### src/rtl/ccl_pkg.sv
package ccl_pkg;

    typedef enum logic {
        MODE_SCAN  = 1'b0,
        MODE_SWEEP = 1'b1
    } mode_e;

endpackage

### src/rtl/ccl_line_buf.sv
module ccl_line_buf #(
    parameter int DEPTH = 16,
    parameter int LW    = 4,
    localparam int XW   = $clog2(DEPTH)
) (
    input  logic          clk,
    input  logic          rst_n,
    input  logic [XW-1:0] rd_x,
    output logic [LW-1:0] rd_up,
    output logic [LW-1:0] rd_ur,
    input  logic          wr_en,
    input  logic [XW-1:0] wr_x,
    input  logic [LW-1:0] wr_lab
);

    typedef logic [DEPTH-1:0][LW-1:0] line_t;

    line_t mem_d, mem_q;

    always_comb begin
        mem_d = mem_q;
        if (wr_en) begin
            mem_d[wr_x] = wr_lab;
        end
        rd_up = mem_q[rd_x];
        if (int'(rd_x) + 1 < DEPTH) begin
            rd_ur = mem_q[XW'(int'(rd_x) + 1)];
        end else begin
            rd_ur = '0;
        end
    end

    always_ff @(posedge clk or negedge rst_n) begin
        if (!rst_n) begin
            mem_q <= '0;
        end else begin
            mem_q <= mem_d;
        end
    end

    AST_WR_IN_RANGE: assert property (@(posedge clk) disable iff (!rst_n)
        wr_en |-> (int'(wr_x) < DEPTH));

endmodule

### src/rtl/ccl_free_queue.sv
module ccl_free_queue #(
    parameter int DEPTH = 16,
    parameter int LW    = 4,
    localparam int PW   = $clog2(DEPTH),
    localparam int CW   = PW + 1
) (
    input  logic          clk,
    input  logic          rst_n,
    input  logic          clr,
    input  logic          push,
    input  logic [LW-1:0] push_lab,
    input  logic          pop,
    output logic          empty,
    output logic [LW-1:0] head
);

    typedef struct packed {
        logic [DEPTH-1:0][LW-1:0] mem;
        logic [PW-1:0]            rd;
        logic [PW-1:0]            wr;
        logic [CW-1:0]            cnt;
    } fq_t;

    fq_t d, q;
    logic full;

    function automatic logic [PW-1:0] bump(input logic [PW-1:0] p);
        return (int'(p) == DEPTH - 1) ? '0 : p + 1'b1;
    endfunction

    assign empty = (q.cnt == '0);
    assign full  = (q.cnt == CW'(DEPTH));
    assign head  = q.mem[q.rd];

    always_comb begin
        d = q;
        if (clr) begin
            d.rd  = '0;
            d.wr  = '0;
            d.cnt = '0;
        end else begin
            if (push) begin
                d.mem[q.wr] = push_lab;
                d.wr        = bump(q.wr);
            end
            if (pop) begin
                d.rd = bump(q.rd);
            end
            d.cnt = q.cnt + CW'(push) - CW'(pop);
        end
    end

    always_ff @(posedge clk or negedge rst_n) begin
        if (!rst_n) begin
            q <= '0;
        end else begin
            q <= d;
        end
    end

    AST_NO_OVERFLOW: assert property (@(posedge clk) disable iff (!rst_n)
        (push && !clr) |-> !full);
    AST_NO_UNDERFLOW: assert property (@(posedge clk) disable iff (!rst_n)
        (pop && !clr) |-> !empty);

endmodule

### src/rtl/ccl_bbox_labeler.sv
module ccl_bbox_labeler #(
    parameter int IMG_W  = 16,
    parameter int IMG_H  = 16,
    parameter int LABELS = 16,
    localparam int XW    = $clog2(IMG_W),
    localparam int YW    = $clog2(IMG_H),
    localparam int LW    = $clog2(LABELS),
    localparam int CW    = LW + 1
) (
    input  logic          clk,
    input  logic          rst_n,
    input  logic          pix_valid,
    input  logic          pix_bit,
    input  logic          pix_eol,
    input  logic          pix_eof,
    output logic          pix_ready,
    output logic          box_valid,
    output logic [XW-1:0] box_xmin,
    output logic [XW-1:0] box_xmax,
    output logic [YW-1:0] box_ymin,
    output logic [YW-1:0] box_ymax
);

    import ccl_pkg::*;

    typedef struct packed {
        logic [XW-1:0] xmin;
        logic [XW-1:0] xmax;
        logic [YW-1:0] ymin;
        logic [YW-1:0] ymax;
    } bbox_t;

    typedef logic [LABELS-1:0][LW-1:0] merge_t;

    typedef struct packed {
        mode_e                    mode;
        logic [XW-1:0]            x;
        logic [YW-1:0]            y;
        logic                     first_row;
        logic [LW-1:0]            left;
        logic [LW-1:0]            ul;
        logic [CW-1:0]            cnt;
        logic [LW-1:0]            idx;
        logic                     flush;
        logic                     box_v;
        bbox_t                    box;
        merge_t                   merge;
        logic [LABELS-1:0]        active;
        logic [LABELS-1:0]        used;
        bbox_t [LABELS-1:0]       bbox;
    } state_t;

    state_t d, q;

    // line buffer and release queue hookup
    logic [LW-1:0] lb_up, lb_ur, lb_wlab;
    logic          lb_we;
    logic          fq_clr, fq_push, fq_pop, fq_empty;
    logic [LW-1:0] fq_push_lab, fq_head;

    // scan-phase intermediates
    logic [3:0][LW-1:0] nb, rt;
    logic [LW-1:0]      tgt, new_lab, cur_lab;
    logic               need_new;
    bbox_t              ubox;
    logic [LW-1:0]      sw_i;
    logic               sw_in_range, sw_last, sw_act, sw_root;

    function automatic logic [LW-1:0] find_root(input merge_t m, input logic [LW-1:0] l);
        logic [LW-1:0] r;
        r = l;
        for (int k = 0; k < LABELS; k++) begin
            r = m[r];
        end
        return r;
    endfunction

    ccl_line_buf #(.DEPTH(IMG_W), .LW(LW)) u_line (
        .clk    (clk),
        .rst_n  (rst_n),
        .rd_x   (q.x),
        .rd_up  (lb_up),
        .rd_ur  (lb_ur),
        .wr_en  (lb_we),
        .wr_x   (q.x),
        .wr_lab (lb_wlab)
    );

    ccl_free_queue #(.DEPTH(LABELS), .LW(LW)) u_free (
        .clk      (clk),
        .rst_n    (rst_n),
        .clr      (fq_clr),
        .push     (fq_push),
        .push_lab (fq_push_lab),
        .pop      (fq_pop),
        .empty    (fq_empty),
        .head     (fq_head)
    );

    always_comb begin
        d           = q;
        d.box_v     = 1'b0;
        lb_we       = 1'b0;
        lb_wlab     = '0;
        fq_clr      = 1'b0;
        fq_push     = 1'b0;
        fq_push_lab = '0;
        fq_pop      = 1'b0;

        // neighbours: up-left, up, up-right, left
        nb[0] = (q.x == '0) ? '0 : q.ul;
        nb[1] = q.first_row ? '0 : lb_up;
        nb[2] = q.first_row ? '0 : lb_ur;
        nb[3] = (q.x == '0) ? '0 : q.left;
        tgt   = '0;
        ubox  = '{xmin: q.x, xmax: q.x, ymin: q.y, ymax: q.y};
        for (int k = 0; k < 4; k++) begin
            rt[k] = (nb[k] == '0) ? '0 : find_root(q.merge, nb[k]);
            if (rt[k] != '0) begin
                if (tgt == '0 || rt[k] < tgt) tgt = rt[k];
                if (q.bbox[rt[k]].xmin < ubox.xmin) ubox.xmin = q.bbox[rt[k]].xmin;
                if (q.bbox[rt[k]].xmax > ubox.xmax) ubox.xmax = q.bbox[rt[k]].xmax;
                if (q.bbox[rt[k]].ymin < ubox.ymin) ubox.ymin = q.bbox[rt[k]].ymin;
                if (q.bbox[rt[k]].ymax > ubox.ymax) ubox.ymax = q.bbox[rt[k]].ymax;
            end
        end
        need_new = pix_bit && (tgt == '0);
        new_lab  = fq_empty ? q.cnt[LW-1:0] : fq_head;
        cur_lab  = need_new ? new_lab : tgt;

        // sweep-phase intermediates
        sw_i        = q.idx;
        sw_in_range = ({1'b0, q.idx} < q.cnt);
        sw_last     = (({1'b0, q.idx} + 1'b1) >= q.cnt);
        sw_act      = q.active[sw_i] && !q.flush;
        sw_root     = (q.merge[sw_i] == sw_i);

        case (q.mode)
            MODE_SCAN: begin
                if (pix_valid) begin
                    lb_we   = 1'b1;
                    lb_wlab = pix_bit ? cur_lab : '0;
                    d.left  = pix_bit ? cur_lab : '0;
                    d.ul    = nb[1];
                    if (pix_bit) begin
                        if (need_new) begin
                            if (fq_empty) d.cnt = q.cnt + 1'b1;
                            else          fq_pop = 1'b1;
                            d.merge[new_lab] = new_lab;
                        end else begin
                            for (int k = 0; k < 4; k++) begin
                                if (rt[k] != '0 && rt[k] != tgt) d.merge[rt[k]] = tgt;
                            end
                        end
                        d.bbox[cur_lab]   = ubox;
                        d.used[cur_lab]   = 1'b1;
                        d.active[cur_lab] = 1'b1;
                    end
                    if (pix_eol) begin
                        d.x         = '0;
                        d.y         = q.y + 1'b1;
                        d.first_row = 1'b0;
                        d.mode      = MODE_SWEEP;
                        d.idx       = LW'(1);
                        d.flush     = pix_eof;
                    end else begin
                        d.x = q.x + 1'b1;
                    end
                end
            end
            MODE_SWEEP: begin
                if (sw_in_range) begin
                    if (q.used[sw_i]) begin
                        if (!sw_act) begin
                            if (sw_root) begin
                                d.box_v = 1'b1;
                                d.box   = q.bbox[sw_i];
                            end
                            d.used[sw_i] = 1'b0;
                            fq_push      = 1'b1;
                            fq_push_lab  = sw_i;
                        end else if (!sw_root) begin
                            d.merge[sw_i] = q.merge[q.merge[sw_i]];
                        end
                    end
                    d.active[sw_i] = 1'b0;
                end
                if (sw_last) begin
                    d.mode = MODE_SCAN;
                    if (q.flush) begin
                        d.flush     = 1'b0;
                        d.cnt       = CW'(1);
                        d.y         = '0;
                        d.first_row = 1'b1;
                        d.active    = '0;
                        fq_clr      = 1'b1;
                    end
                end else begin
                    d.idx = q.idx + 1'b1;
                end
            end
            default: d.mode = MODE_SCAN;
        endcase
    end

    always_ff @(posedge clk or negedge rst_n) begin
        if (!rst_n) begin
            q           <= '0;
            q.cnt       <= CW'(1);
            q.first_row <= 1'b1;
            for (int i = 0; i < LABELS; i++) begin
                q.merge[i] <= LW'(i);
            end
        end else begin
            q <= d;
        end
    end

    assign pix_ready = (q.mode == MODE_SCAN);
    assign box_valid = q.box_v;
    assign box_xmin  = q.box.xmin;
    assign box_xmax  = q.box.xmax;
    assign box_ymin  = q.box.ymin;
    assign box_ymax  = q.box.ymax;

    // length of the current ready-low stretch, for the bound check
    logic [CW-1:0] low_run_q;
    always_ff @(posedge clk or negedge rst_n) begin
        if (!rst_n)          low_run_q <= '0;
        else if (!pix_ready) low_run_q <= low_run_q + 1'b1;
        else                 low_run_q <= '0;
    end

    AST_READY_DROPS: assert property (@(posedge clk) disable iff (!rst_n)
        (pix_valid && pix_ready && pix_eol) |=> !pix_ready);
    AST_SWEEP_BOUNDED: assert property (@(posedge clk) disable iff (!rst_n)
        !pix_ready |-> (low_run_q < CW'(LABELS - 1)));
    AST_BOX_AFTER_WALK: assert property (@(posedge clk) disable iff (!rst_n)
        box_valid |-> $past(!pix_ready));
    AST_BOX_ORDERED: assert property (@(posedge clk) disable iff (!rst_n)
        box_valid |-> (box_xmin <= box_xmax && box_ymin <= box_ymax));
    AST_LABEL_AVAIL: assert property (@(posedge clk) disable iff (!rst_n)
        (pix_valid && pix_ready && need_new) |-> (!fq_empty || q.cnt < CW'(LABELS)));

    for (genvar gi = 1; gi < LABELS; gi++) begin : g_merge_chk
        AST_MERGE_DOWN: assert property (@(posedge clk) disable iff (!rst_n)
            q.merge[gi] <= LW'(gi));
    end

endmodule

### config.mk
export PLATFORM = sky130hd
export DESIGN_NAME = ccl_bbox_labeler
export DESIGN_NICKNAME = d
export VERILOG_FILES = /design/src/rtl/ccl_pkg.sv /design/src/rtl/ccl_line_buf.sv /design/src/rtl/ccl_free_queue.sv /design/src/rtl/ccl_bbox_labeler.sv
export SDC_FILE = /design/constraint.sdc
export NUM_CORES = 2
export LEC_CHECK = 0
export BUFFER_PORTS_ARGS = -buffer_cell sky130_fd_sc_hd__buf_4
export CAP_MARGIN = 20
export CORE_ASPECT_RATIO = 1.75
export CORE_MARGIN = 5
export CORE_UTILIZATION = 30
export DETAILED_ROUTE_END_ITERATION = 6
export MAX_ROUTING_LAYER = met4
export PLACE_DENSITY_LB_ADDON = 0.08
export SYNTH_ARGS = -nofsm -noshare
export SYNTH_HDL_FRONTEND = slang
export SYNTH_HIERARCHICAL = 1
export SYNTH_SLANG_ARGS = --single-unit
### constraint.sdc
create_clock -name clk -period 30.5 [get_ports clk]
set_clock_uncertainty 0.05 [all_clocks]
set_input_delay 4.575 -clock clk [delete_from_list [all_inputs] [get_ports clk]]
set_output_delay 4.575 -clock clk [all_outputs]
set_load 0.03 [all_outputs]
# == Word-level counts from Yosys, hierarchy flattened ==
# Cells that the tools add are included.
# word_totals
register_bits,538
word_cells,617
# op_classes
bitwise,8
addsub,10
magnitude_cmp,107
mux,295
n_eq_ne,20
reduce_logical,46
# op_table
operator,count
$mux 64,19
$bmux 4 s4,69
$mux 352,2
$bwmux 64,8
$mux 4,125
$lt 4x5->1 const B,75
$bmux 16 s4,5
$bwmux 256,1
$mux 16,14
$pmux 96 s2,1
$demux 4 s4,8
$mux 113,1
$mux 81,1
$demux 16 s4,1
$mux 17,3
$lt 4x4->1,11
$ge 4x1->1 const B,9
$logic_not 4->1,9
$mux 5,7
$and 16x16->16,2
$gt 4x4->1,8
$lt 32x6->1 const B,1
$or 16x16->16,2
$mux 28,1
other kinds (33),103

# == Longest topological paths before layout ==
# logic_depth
ltp_word,74
ltp_mapped,131
depth_no_buf,102

# == Hierarchy ==
# Netlist, hierarchy kept.
# by_module_without_submodules
module,seq_area_each_um2,area_each_um2,n_inst,cells_each
ccl_bbox_labeler,9977.1,84183.2,1,10716
ccl_free_queue,1926.8,3797.4,1,292
ccl_line_buf,1601.5,3687.3,1,272

# == Worst setup path before layout ==
# Ideal clock, no wire load.
# synth_path
path_kind,register -> register
from,register q[392] (netlist name)
to,register q[299] (netlist name)
setup_slack_ns,5.461
t_arrival_ns,24.868
path_stages_with_launch,122
path_buffers,34
required_time_ns,30.329
cell_sequence,dfrtp_1 buf_4 buf_4 mux2i_1 a221oi_1 o21ai_0 nand2_1 buf_4 mux4_2 nand3_1 o21ai_2 or2_4 buf_4 buf_2 o211ai_1 o211ai_1 o31ai_1 mux2_2 [... 86 more ...] nor2_1 nand3_1 and2_1 buf_2 inv_1 ha_1 a21o_1 a21oi_1 o211ai_2 and2_1 a21o_1 buf_4 xnor2_1 o41a_1 a2111oi_2 inv_2 a22o_1 a22o_1

==> out/qor.yml <==
floorplanning:
  die_area_sq_um: 317000
  start_util: 0.301
  row_count: 268
  die_w_um: 428
  core_sq_um: 304000
  die_h_um: 741
  boundaryPins: 24
routing:
  routed_wl_um: 607000
  drtPass1Iterations: 7
  via_count: 104000
  ant_nets: 0
  drt_iter0_markers: 12700
  drcViolationCount: 8
  wl_per_cell_um: 40.8
  viasPerCell: 6.97
clock_network:
  clockRootBuffer: "clkbuf_16"
  cts_tree: "built"
  cts.sinks: 538
  path_clk_slew_ps: 80
  h-tree-depth: 2
  clockBufferDepth: 3
  clk_latency_ps: 740
  numCtsBuffers: 52
place:
  place_hpwl_um: 398000
  finalWeightedCongestion: 0.995
  dpl_cell_area_sq_um: 94000
  io_buffer_count: 23
synthesis:
  synthFlopType: "dfrtp_1"
  yosysSeqAreaShare: 0.147
  yosys-top-cells-area: "mux2i_1 (18%), dfrtp_1 (14%), mux4_2 (6.1%)"
  yosys.area.top_type: "mux2i_1"
  syn_nets: 11400
  ys_async_sr_fraction: 1.00
  synth_cell_types: 178
  synthCells: 11300
  ys.warnings.count: 6
  yosys_register_bits: 538
  synth_area_sq_um: 91700
  synth_top_area_share: 0.182
  synth_edf_count: 0
  synth_area_per_cell_sq_um: 8.13
setup_path:
  worst-path-buf-inv: 12
  cpMostUsedCell: "buf_4"
  worstSetupPathType: "reg2reg"
  slowest_delay_ps: 690
  cp.required_ps: 31090
  crit_arrival_ps: 29860
  endpoint_kind: "flop"
  start_kind: "flop"
  critPathMaxFanout: 20
  cp_top_family: "compound AO/OA/AOI/OAI gates"
  critical-path-slowest-cell: "or4_1"
finish:
  drive_above_1_share: 0.174
  final_common_cell: "mux2i_1"
  final_cell_mix: "mux2i_1 (1654), nand2_1 (1174), o21ai_0 (735), a21oi_1 (727), buf_4 (653)"
  syn_to_final_growth_pct: 5.73
  fin_nets: 10800
  design_area_sq_um: 96900
timing:
  min_period_ps: 29270
  maxSlewViolCount: 0
  max_slew_margin: 0.168
  setup_violations: 0
  tightest_slew_ps: 1250
  finalHoldViolations: 0
  finalCritPeriodShare: 0.960
  fmax_mhz: 34.2
outcome:
  violations: "DRC"
  status: "finished, violations left"
worst_hold_path:
  hp-class: "reg2reg"
global_route:
  grt_pass1_vias: 98100
  grt_max_degree: 130
  antenna_found_initial: 71
  grt.total_usage: 0.370
  grt_pass1_wl_um: 821000
  grt_overflow_total: 0
flow_run:
  drv_cap: 0
-- repair_timing --
item | CTS | global route
setup buffers | 0 | 41
endpoints found under the setup margin | 0 | 421
gates resized for setup | 0 | 83
hold buffers | 0 | 0
-- final cells by class --
| class | count | area (sq um) |
|---|---|---|
| diodes | 92 | 230 |
| clock buffers | 63 | 1400 |
| clock inverters | 24 | 268 |
| fillers | 32500 | 208000 |
| inverters | 195 | 737 |
| multi-input cells | 9217 | 69900 |
| flip-flops and latches | 538 | 13700 |
| well taps | 4050 | 5070 |
| repair buffers | 691 | 5580 |
-- worst reg2reg max path: cells and delay by family, from the launching register on --
family	cells	cell delay, ps
fa+ha+maj	3	950
flops	1	590
simple gates	31	10330
buf+inv	12	2610
xor+xnor	1	160
compound gates	42	11190
mux	10	3260
-- cells in the mapped netlist (47+ instances only) --
library cell / count
mux2i_1: 1663
a21oi_1: 730
ha_1: 100
o211ai_1: 284
buf_1: 85
mux4_2: 248
a2111oi_0: 47
nand2_1: 1182
a221oi_1: 67
a22oi_1: 131
a41oi_1: 50
a31oi_1: 133
clkbuf_1: 490
clkbuf_4: 49
and3_1: 97
o21ai_0: 738
a211oi_1: 333
nand3_1: 374
o2111ai_1: 110
o221ai_1: 59
dfrtp_1: 504
nor3_1: 174
o22ai_1: 100
nand4_1: 106
buf_2: 283
and2_1: 138
nor2_1: 519
buf_6: 217
mux2_2: 280
nor2b_1: 98
a22o_1: 59
o21ai_1: 156
inv_1: 154
buf_4: 177
-- flip-flops by register name (all words and copies together), names as in the netlist --
register and cells:
q 376, sw_i 4, u_free/q 77, u_line/mem_q 64, box_ymin 4, box_valid 1, box_xmin 4, box_xmax 4
box_ymax 4
-- worst paths after layout --
| check | start | to | slack [ps] | depth (start not counted) |
|---|---|---|---|---|
| setup / recovery | q[394] | q[324] | 1230 | 99 |
| hold / removal | q[384] | q[384] | 440 | 1 |
| setup reg to reg | q[394] | q[324] | 1230 | 99 |
| hold reg to reg | q[384] | q[384] | 440 | 1 |
| max in group asynchronous | rst_n | q[374] | 24200 | 5 |
| min in group asynchronous | rst_n | q[133] | 3850 | 1 |
-- cells by family after synthesis --
family | count (synthesis) | share of synthesized area
compound gates | 3792 | 0.288
simple gates | 3035 | 0.160
mux | 2260 | 0.290
buf+inv | 1536 | 0.0988
flops | 538 | 0.147
fa+ha+maj | 101 | 0.0139
xor+xnor | 18 | 0.00172
-- per-layer routing --
metal  vias up  track usage  part of all wire
li1      42400            -                 -
met1     51300        0.388              0.34
met2      7126        0.587              0.46
met3      2865       0.0779             0.086
met4         0        0.331              0.11
met5         -            -                 0
-- per-stage QoR --
stage          hold slack (ps)  instances  setup WS, ps  utilization  TNS (ps)
2_1_floorplan              416      11300          5460            -         0
3_3_place_gp               421      14600           410        0.308         0
3_5_place_dp               432      14600           276        0.309         0
4_1_cts                    449      14700           261        0.314         0
5_1_grt                    466      14800         -87.8        0.318     -1240
6_report                   440      14900          1230        0.318         0
Power is left out: the tool's default activity adds up to more than one toggle a clock period on the data nets, which glitch-free logic cannot reach.
